`src/rtl/bidir_xcvr_pkg.sv`:
```
// Package: shared types for the registered bidirectional transceiver section.
// Assumes nothing beyond being compiled ahead of the modules that import it.
package bidir_xcvr_pkg;

    // Source chosen for an outgoing path.
    typedef enum logic {
        PATH_LIVE   = 1'b0,
        PATH_STORED = 1'b1
    } path_src_e;

    // Which bus the section currently drives.
    typedef struct packed {
        logic drive_a;
        logic drive_b;
    } drive_t;

endpackage

```
`src/rtl/bidir_xcvr_cap.sv`:
```
// Module: bidir_xcvr_cap
// Storage for one direction. It detects a rising edge of the capture strobe
// in the clk domain and loads the data on that same clk edge.
// Assumes the strobe is synchronous to clk and stays low or high for at
// least one clk cycle. A strobe already high when reset is released counts
// as a rising edge at the first edge afterwards.
module bidir_xcvr_cap #(
    parameter int W = 9
) (
    input  logic         clk,
    input  logic         rst_n,
    input  logic         stb,
    input  logic [W-1:0] d,
    output logic [W-1:0] q
);

    logic stb_prev;
    logic take;

    // Capture fires only on the first cycle the strobe is seen high.
    assign take = stb & ~stb_prev;

    // Track the strobe level from the previous edge.
    always_ff @(posedge clk) begin
        if (!rst_n) stb_prev <= 1'b0;
        else        stb_prev <= stb;
    end

    // Load the stored copy on a detected edge, otherwise hold it.
    always_ff @(posedge clk) begin
        if (!rst_n)    q <= '0;
        else if (take) q <= d;
    end

endmodule

```
`src/rtl/bidir_xcvr_dirctl.sv`:
```
// Module: bidir_xcvr_dirctl
// Decodes the active-low enable and the direction into per-side drive
// enables. At most one side is ever enabled.
// Assumes purely combinational use; no state.
module bidir_xcvr_dirctl
    import bidir_xcvr_pkg::*;
(
    input  logic   oe_n,
    input  logic   dir,
    output drive_t drv
);

    // Pick the driven side from enable and direction.
    always_comb begin
        drv.drive_b = ~oe_n &  dir;
        drv.drive_a = ~oe_n & ~dir;
    end

endmodule

```
`src/rtl/bidir_xcvr_path.sv`:
```
// Module: bidir_xcvr_path
// Output selector for one direction. It picks the live input or the stored
// copy and forces zero whenever the target side is not driven.
// Assumes the stored copy comes from bidir_xcvr_cap of the same direction.
module bidir_xcvr_path
    import bidir_xcvr_pkg::*;
#(
    parameter int W = 9
) (
    input  logic         en,
    input  path_src_e    src,
    input  logic [W-1:0] live,
    input  logic [W-1:0] stored,
    output logic [W-1:0] y
);

    // Select the source, then gate it with the drive enable.
    always_comb begin
        if (!en)                     y = '0;
        else if (src == PATH_STORED) y = stored;
        else                         y = live;
    end

endmodule

```
`src/rtl/bidir_xcvr_sec.sv`:
```
// Module: bidir_xcvr_sec (top)
// One section of a registered bidirectional bus transceiver. It has one
// storage register per direction, a live/stored selector per output, and
// direction/isolation control.
// Assumes all controls are synchronous to clk. The drive enables are
// resolved into real bus drive outside this block.
module bidir_xcvr_sec
    import bidir_xcvr_pkg::*;
#(
    parameter int W = 9
) (
    input  logic         clk,
    input  logic         rst_n,
    input  logic         oe_n,
    input  logic         dir,
    input  logic         stb_ab,
    input  logic         stb_ba,
    input  logic         sel_ab,
    input  logic         sel_ba,
    input  logic [W-1:0] a_in,
    input  logic [W-1:0] b_in,
    output logic [W-1:0] a_out,
    output logic         a_oe,
    output logic [W-1:0] b_out,
    output logic         b_oe
);

    localparam int NDIR = 2;    // path 0: A to B, path 1: B to A

    drive_t              drv;
    logic [W-1:0]        st_ab;
    logic [W-1:0]        st_ba;
    logic [NDIR-1:0]     p_stb;
    logic [NDIR-1:0]     p_sel;
    logic [NDIR-1:0]     p_en;
    logic [W-1:0]        p_d   [NDIR];
    logic [W-1:0]        p_q   [NDIR];
    logic [W-1:0]        p_y   [NDIR];

    bidir_xcvr_dirctl u_dirctl (
        .oe_n (oe_n),
        .dir  (dir),
        .drv  (drv)
    );

    // Arrange the per-direction controls so both paths share one structure.
    always_comb begin
        p_stb = {stb_ba, stb_ab};
        p_sel = {sel_ba, sel_ab};
        p_en  = {drv.drive_a, drv.drive_b};
        p_d[0] = a_in;
        p_d[1] = b_in;
    end

    for (genvar g = 0; g < NDIR; g++) begin : g_path
        bidir_xcvr_cap #(.W(W)) u_cap (
            .clk   (clk),
            .rst_n (rst_n),
            .stb   (p_stb[g]),
            .d     (p_d[g]),
            .q     (p_q[g])
        );

        bidir_xcvr_path #(.W(W)) u_sel (
            .en     (p_en[g]),
            .src    (path_src_e'(p_sel[g])),
            .live   (p_d[g]),
            .stored (p_q[g]),
            .y      (p_y[g])
        );
    end

    // Map the generic paths back onto the named sides.
    always_comb begin
        st_ab = p_q[0];
        st_ba = p_q[1];
        b_out = p_y[0];
        a_out = p_y[1];
        b_oe  = drv.drive_b;
        a_oe  = drv.drive_a;
    end

endmodule

```
`config.mk`:
```
export PLATFORM = sky130hd
export DESIGN_NAME = bidir_xcvr_sec
export DESIGN_NICKNAME = d
export VERILOG_FILES = /design/src/rtl/bidir_xcvr_pkg.sv /design/src/rtl/bidir_xcvr_cap.sv /design/src/rtl/bidir_xcvr_dirctl.sv /design/src/rtl/bidir_xcvr_path.sv /design/src/rtl/bidir_xcvr_sec.sv
export SDC_FILE = /design/constraint.sdc
export NUM_CORES = 1
export LEC_CHECK = 0
export BUFFER_PORTS_ARGS = -buffer_cell sky130_fd_sc_hd__buf_4
export CAP_MARGIN = 10
export CORE_MARGIN = 10
export CORE_UTILIZATION = 42
export DETAILED_ROUTE_END_ITERATION = 16
export GPL_TIMING_DRIVEN = 1
export PLACE_DENSITY = 0.74
export SLEW_MARGIN = 30
export SYNTH_ARGS = -nofsm -noshare
export SYNTH_HDL_FRONTEND = slang
export SYNTH_SLANG_ARGS = --single-unit
export TNS_END_PERCENT = 10
```
`constraint.sdc`:
```
create_clock -name clk -period 1 [get_ports clk]
set_input_delay 0.3 -clock clk [delete_from_list [all_inputs] [get_ports clk]]
set_output_delay 0.3 -clock clk [all_outputs]
set_load 0.01 [all_outputs]
```
Word level (Yosys, flattened, before mapping)
Index checks and enable logic that the tools add are counted.
- mux-type cells: 4
- bitwise gates (word level): 8
- operators by type and width (operator ; number):
    $mux W9 ; 4
    $and A1 B1 Y1 ; 4
    $not A1 Y1 ; 4
- register bits after elaboration: 20
- input port bits: 26

Longest topological paths before layout
Gate-level depths: netlist of run 1.
- word-level depth: 3
- depth in mapped cells: 4
- gate-level depth less buffers: 2

Modules after synthesis
Synthesis of run 1 repeated with hierarchy kept, for this count alone.
- cells, all modules: 124
- area, all modules: 1173.6 um^2
- by module, submodules not included (module ; times used ; cells an instance ; area an instance (um^2) ; seq. area each (um^2)):
    bidir_xcvr_cap ; 2 ; 42 ; 420.4 ; 200.2
    bidir_xcvr_path ; 2 ; 19 ; 157.7 ; 0.0
    bidir_xcvr_dirctl ; 1 ; 2 ; 17.5 ; 0.0

Worst setup path after synthesis of run 1
OpenSTA, ideal clock, no wires.
- path type: input to output
- from: in dir
- to: out a_out[0]
- arrival: 0.834 ns
- data required time: 0.700 ns
- slack: -0.134 ns
- stages on the path: 3
- buffers on the path: 1
- cells stage by stage: or2_1 buf_6 nor2_1
- word-level cells in the longest chain between the ends: 3
- ends and longest elaborated chain (what ; line ; source):
    from (decl) ; bidir_xcvr_sec.sv:15 ; input logic dir,
    $not A1 Y1 ; bidir_xcvr_dirctl.sv:16 ; drv.drive_a = ~oe_n & ~dir;
    $and A1 B1 Y1 ; bidir_xcvr_dirctl.sv:16 ;
    $mux W9 ; bidir_xcvr_path.sv:19 ; if (!en) y = '0;
    to (decl) ; bidir_xcvr_sec.sv:22 ; output logic [W-1:0] a_out,
No other way between the ends.

Final worst setup path of run 1
- from: reg g_path[1].u_cap.q[3]
- to: out a_out[3]
- word-level cells in the longest chain between the ends: 2
- ends and longest elaborated chain (what ; line ; source):
    from (decl) ; bidir_xcvr_cap.sv:14 ; output logic [W-1:0] q
    from (signal assigned) ; bidir_xcvr_cap.sv:31 ; if (!rst_n) q <= '0;
    from (signal assigned) ; bidir_xcvr_cap.sv:32 ; else if (take) q <= d;
    $mux W9 ; bidir_xcvr_path.sv:20 ; else if (src == PATH_STORED) y = stored;
    $mux W9 ; bidir_xcvr_path.sv:19 ;
No other way between the ends.

==> reports/qor.yml, run 1 <==
sta:
  setup_tns_ps: -5130
  fin_worst_skew_ps: 2.65
  fin_crit_sh_pct: 131
  hold_violations: 0
  worst_slew_pin_slew_ps: 345
  drv_slew: 0
  setup_viol: 20
  fin_crit_ps: 1310
  grt_setup_unrepaired: "true"
  maxSlewHeadroom_pct: 77.0
  fmax_mhz: 764
  worst_slack_ps: -309
global_route:
  track_usage_pct: 10.9
  grt_max_degree: 39
  antenna_found_initial: 0
  grt_pass1_vias: 1054
  grt_overflow: 0
  grt_pass1_wl_mm: 4.79
cells_and_area:
  regArea_um2: 418
  n_fill_cell: 202
  multiInputGateArea_um2: 752
  nets: 198
  drive_gt1_share_pct: 53.2
  utilization_pct: 66.7
  area_delta_synth_final_pct: 49.7
  antenna_cells: 0
  stdcell_count: 201
yosys:
  syn-cell-area_mm2: 0.00112
  yosys.area_share.xor_xnor_pct: 0
  synth_fa_ha_area_share_pct: 0
  synth_flop_cell: "dfxtp_1"
  synth-seq-cells: 20
  synth_common_cells: "36 x mux2i_1, 36 x nand2_1, 20 x dfxtp_1"
  synth-compound-area-share_pct: 0
  synth-seq-area-share_pct: 35.6
  synth-warning-count: 0
  yosys.area_share.simple_pct: 21.8
  syn_area_per_cell_um2: 8.78
  synth_top_area_share_pct: 35.6
  yosysTopAreaCell: "dfxtp_1"
  yosysUniqueCellTypes: 14
  async_flop_share_pct: 0
  synthMuxAreaShare_pct: 32.1
  synth_nets: 154
  synth_edf_count: 0
  synthCells: 128
  synth_area_leaders: "dfxtp_1 36%, mux2i_1 32%, nand2_1 12%"
  synth_top_family_by_area: "multiplexers"
clock_tree:
  cts_made_buffers: 3
  clkLatencyLatePin_ps: 290
  cts_tree: "built"
  htree_levels: 1
  cts_buffer_depth: 2
  clock-sinks: 20
  root_buffer: "clkbuf_4"
  clk_pin_slew_ps: 110
worst_setup_path:
  end_kind: "output pin"
  start_kind: "register"
  arrival_ps: 1010
  worst_ep_required_time_ps: 700
  path_class: "register to output pin"
  crit_fanout: 2
floorplanning:
  start_util_pct: 44.5
  die_w_um: 71.7
  die_height_um: 71.7
  die_area_mm2: 0.00514
  core_region_area_mm2: 0.00252
  ios: 46
  num_rows: 18
detailed_routing:
  drt_iter0_drc: 43
  wl_per_cell_um: 14.4
  vias: 996
  wl_mm: 2.90
  dr.pass1.iters: 4
  drc: 0
  via_per_inst: 4.96
  antenna_left: 0
run:
  cap_viol_max_count: 0
hold_path:
  hp-class: "input pin to register"
placed_design:
  gp_congestion: 0.743
  port_buffers: 45
  dp.cells: 195
  place_hpwl_mm: 2.14
power_and_ir_drop:
  powerDensity_mw_per_mm2: 1090
  cell_internal_pwr_mw: 1.34
  combPwrFrac_pct: 26.6
  vdd_drop_max_v: 0.000748
  p_switching_mw: 0.499
  power_mw: 1.84
  p_leak_nw: 0.759
  swShare_pct: 27.1
  pwr-share-clk_pct: 25.3
  p_seq_share_pct: 48.1
status:
  outcome: "finished with violations"
  violations: "setup timing"
cells by family after synthesis:
| kind of cell | after synthesis |
|---|---|
| AND/OR/NAND/NOR | 60 |
| multiplexers | 36 |
| flip-flops | 20 |
| buffers and inverters | 12 |
cells in the final DEF, fill, tap and decap left out:
cell	instances
and2_1	2
buf_12	2
buf_4	34
buf_6	12
clkbuf_4	3
clkbuf_8	1
dfxtp_1	6
dfxtp_2	14
inv_2	2
mux2i_1	27
mux2i_2	6
mux2i_4	3
nand2_1	36
nand2b_4	1
nor2_1	9
nor2_4	9
nor2b_2	2
or2_4	2
through the flow:
step	hold slack, ps	area (um2)	setup WS (ps)
after detailed placement	456	1530	-317
after floorplan	422	1240	-90.8
after global routing	209	1680	-358
after global placement	443	1530	-333
after CTS	205	1650	-314
final	209	1680	-309
power by group through the flow:
stage                     Sequential [mW]  Clock (mW)  Combinational, mW
final                               0.885       0.465              0.490
after global routing                0.892       0.502              0.532
after CTS                           0.880       0.482              0.481
after detailed placement            0.893           0              0.452
after global placement              0.890           0              0.438
after floorplan                     0.886           0              0.310
worst max-delay path: stages (launching register included):
cell and delay, ps:
dfxtp_2 350, mux2i_2 210, nor2_4 40, buf_6 120
per-layer routing:
layer  wire length, um  track usage, %
met1              1220            11.6
met2              1350            18.5
met5                 0               0
met3               312            5.65
met4                17            3.01
flip-flops by register name, indices dropped and copies added, names as in the netlist:
signal / cells
g_path.u_cap.q: 18
g_path.u_cap.stb_prev: 2
path summary, 6_finish.rpt:
check / startpoint / slack [ps] / cells past startpoint / end
worst max-delay path: g_path[1].u_cap.q[3] / -310 / 3 / a_out[3]
worst min-delay path: stb_ab / 210 / 2 / g_path[0].u_cap.stb_prev
worst max register to register: g_path[1].u_cap.stb_prev / 120 / 3 / g_path[1].u_cap.q[7]
worst min register to register: g_path[0].u_cap.q[3] / 470 / 2 / g_path[0].u_cap.q[3]
cell type report:
type                       instances  area share [%]
clock buffer                       4            2.16
inverter                           2           0.446
timing repair buffer              48            25.6
tap                               30            2.23
multi-input combinational         97            44.7
sequential                        20            24.9
timing repair:
item	CTS	global route
endpoints found under the setup margin	20	20
gates cloned	1	0
setup buffers	0	1
pin swaps	10	1
gates resized for setup	25	8
hold buffers	0	0
Power figures use the tool's default switching activity.
==> run 2, diff against run 1 <==
Settings changed: ABC_AREA set to 1, CORE_ASPECT_RATIO set to 0.9, MAX_ROUTING_LAYER set to met4.
==> run 2 against run 1 <==
  * Non-clock buffer count decreased by 2
  * Largest power group unchanged
  * Critical endpoint is now b_out[7]
  * The run still ends with setup timing left
  * Total power increased by 13%
  * Die area decreased by 0.42%
  * Maximum frequency increased by 1.9%
==> reports/qor.yml, run 2 <==
status:
  outcome: "finished with violations"
  violations: "setup timing"
worst_setup_path:
  crit_fanout: 2  # unchanged
  cpPeakStageDelay_ps: 370  # +20 ps
  worst_ep_required_time_ps: 700  # about the same
  r2r_end: "g_path[0].u_cap.q[3]"
  startpoint: "g_path[0].u_cap.q[7]"
  crit_family: "flip-flops"
  rr_startpoint: "g_path[0].u_cap.stb_prev"
  crit_chain: "nand2_2 > a21oi_4 > buf_6"
  cp_num_cells: 3  # unchanged
  start_kind: "register"
  end_kind: "output pin"
  r2r_cells: 3  # unchanged
  reg2reg_slack_ps: 160  # +40 ps
  path_class: "register to output pin"
  arrival_ps: 980  # -30 ps
  crit_path_end: "b_out[7]"
  critPathBufInv: 1  # unchanged
  slowest_stage: "dfxtp_2"
clock_tree:
  clock-sinks: 20  # unchanged
  clkLatencyLatePin_ps: 310  # +20 ps
  cts_buffer_depth: 2  # unchanged
  clk_pin_slew_ps: 120  # about the same
  htree_levels: 1  # unchanged
  cts_tree: "built"
  cts_made_buffers: 3  # unchanged
  post-cts-setup-buffer-count: 0  # unchanged
  postCtsHoldBufs: 0  # unchanged
  root_buffer: "clkbuf_4"
placed_design:
  gp_congestion: 0.784  # +5.5%
  pre_cts_slack_ps: -250  # +67.1 ps
  port_buffers: 45  # unchanged
  place_area_mm2: 0.00163  # +6.1%
  place_hpwl_mm: 2.56  # +20%
yosys:
  synth-seq-area-share_pct: 35.9  # +0.24 points
  synth.most_common_cell: "nand2_1"
  synthCells: 188  # +47%
  synth_edf_count: 0  # unchanged
  yosysUniqueCellTypes: 11  # -3
  async_flop_share_pct: 0  # unchanged
  synth_common_cells: "58 x nand2_1, 36 x nor2_1, 24 x inv_1"
  yosysTopAreaCell: "dfxtp_1"
  synth_flop_cell: "dfxtp_1"
  synth_nets: 214  # +39%
  syn_area_per_cell_um2: 5.94  # -32%
  synth_area_leaders: "dfxtp_1 36%, nand2_1 20%, nor2_1 12%"
  syn-cell-area_mm2: 0.00112  # -0.67%
  synth-warning-count: 0  # unchanged
  synth_top_area_share_pct: 35.9  # +0.24 points
  synth-seq-cells: 20  # unchanged
global_route:
  use_met1_pct: 14.3  # +2.7 points
  use_met2_pct: 25.4  # +6.9 points
  use_met3_pct: 2.85  # -2.8 points
  grt_max_degree: 21  # -46%
  grt.busiest_layer: "met2"
  grt_overflow: 0  # unchanged
  grt_pass1_wl_mm: 5.48  # +14%
  antenna_found_initial: 0  # unchanged
  track_usage_pct: 13.6  # +2.7 points
  grt_pass1_vias: 1252  # +19%
detailed_routing:
  wl_per_cell_um: 12.6  # -13%
  vias: 1266  # +27%
  wl_mm: 3.27  # +13%
  drc: 0  # unchanged
  drt_iter0_drc: 38  # -12%
  antenna_left: 0  # unchanged
  dr.pass1.iters: 4  # unchanged
  via_per_inst: 4.87  # -1.7%
run:
  cap_viol_max_count: 0  # unchanged
sta:
  fin_worst_skew_ps: 12.4  # +9.73 ps
  fmax_mhz: 779  # +1.9%
  hold_violations: 0  # unchanged
  worst_slack_ps: -284  # +24.3 ps
  maxSlewHeadroom_pct: 85.3  # +8.3 points
  worst_slew_pin_slew_ps: 220  # -125 ps
  fin_crit_ps: 1280  # -24.3 ps
  drv_slew: 0  # unchanged
  setup_viol: 20  # unchanged
  fin_crit_sh_pct: 128  # -2.4 points
  grt_setup_unrepaired: "true"
hold_path:
  hp-class: "input pin to register"
cells_and_area:
  nets: 259  # +31%
  drive_gt1_share_pct: 47.8  # -5.4 points
  multiInputGateArea_um2: 749  # -0.33%
  antenna_cells: 0  # unchanged
  n_fill_cell: 238  # +18%
  largestRegisters: "g_path.u_cap.q (18), g_path.u_cap.stb_prev (2)"
  area_delta_synth_final_pct: 58.5
  final_area_mm2: 0.00177  # +5.2%
  final_common_cell: "nand2_1"
  largest_reg_flops: 18  # unchanged
  mostFrequentLayoutCells: "42 x nand2_1, 36 x nor2_1, 36 x buf_4"
  regMostFlops: "g_path.u_cap.q"
  utilization_pct: 71.1  # +4.4 points
  regArea_um2: 423  # +1.2%
floorplanning:
  ios: 46  # unchanged
  core_region_area_mm2: 0.00249  # -1.3%
  die_height_um: 68.9  # -3.9%
  die_area_mm2: 0.00512  # -0.42%
  num_rows: 17  # -1
  die_w_um: 74.3  # +3.6%
  start_util_pct: 44.8  # +0.30 points
power_and_ir_drop:
  vdd_drop_max_v: 0.00107  # +43%
  powerDensity_mw_per_mm2: 1170  # +7.1%
  power_mw: 2.07  # +13%
  p_leak_nw: 0.868  # +14%
==> run 2: how the worst min path moves through the flow <==
stage | depth (start not counted) | endpoint | slack [ps] | startpoint
floorplan | 2 | g_path[0].u_cap.q[0] | 450 | g_path[0].u_cap.q[0]
global placement | 2 | g_path[1].u_cap.q[3] | 470 | g_path[1].u_cap.q[3]
detailed placement | 2 | g_path[1].u_cap.q[3] | 470 | g_path[1].u_cap.q[3]
CTS | 3 | g_path[0].u_cap.stb_prev | 240 | stb_ab
global route | 3 | g_path[0].u_cap.stb_prev | 250 | stb_ab
finish | 3 | g_path[0].u_cap.stb_prev | 240 | stb_ab
==> run 2: where the power goes <==
group          total (mW)  switching (mW)  internal (mW)  leakage [nW]
sequential          0.907          0.0399          0.867         0.172
clock               0.658           0.253          0.405        0.0279
combinational       0.508           0.285          0.223         0.669
total                2.07           0.578           1.50         0.868
==> run 2: area by class of cell <==
type / instances / area share, %
multi-input cells: 132 / 42.4
flip-flops and latches: 20 / 23.9
repair buffers: 46 / 21.6
inverters: 30 / 7.14
well taps: 28 / 1.98
clock inverters: 1 / 1.70
clock buffers: 3 / 1.27
==> run 2: cells by family (layout without fill, tap and decap cells) <==
logic type	Yosys count	count (layout)	synth area share, %
and+or+nand+nor	114	114	41.7
buffers and inverters	36	80	14.3
DFF	20	20	35.9
AOI/OAI and AO/OA	18	18	8.07
==> run 2: layer usage <==
layer,vias to the layer above,share of wire (%),wire length [um]
met2,29,54,1760
met3,5,5.7,188
li1,658,-,-
met5,-,0,0
met1,574,39,1290
met4,0,1.2,39
==> run 2: worst reg2reg max path: stages (launching register included) <==
cell and delay, ps:
dfxtp_1 360, nor2_4 220, nor2_1 70, nor2_1 110
==> run 2: stage by stage <==
step	cells	hold slack, ps	TNS, ps
floorplan	188	455	-67.0
global placement	256	465	-4430
detailed placement	256	474	-4680
CTS	260	242	-4850
global route	260	252	-6000
finish	260	235	-4890
==> run 2: what timing repair did <==
item	CTS	global route
pin swaps	17	0
hold endpoints to repair	0	0
gates resized for setup	40	0
setup endpoints to repair	20	20
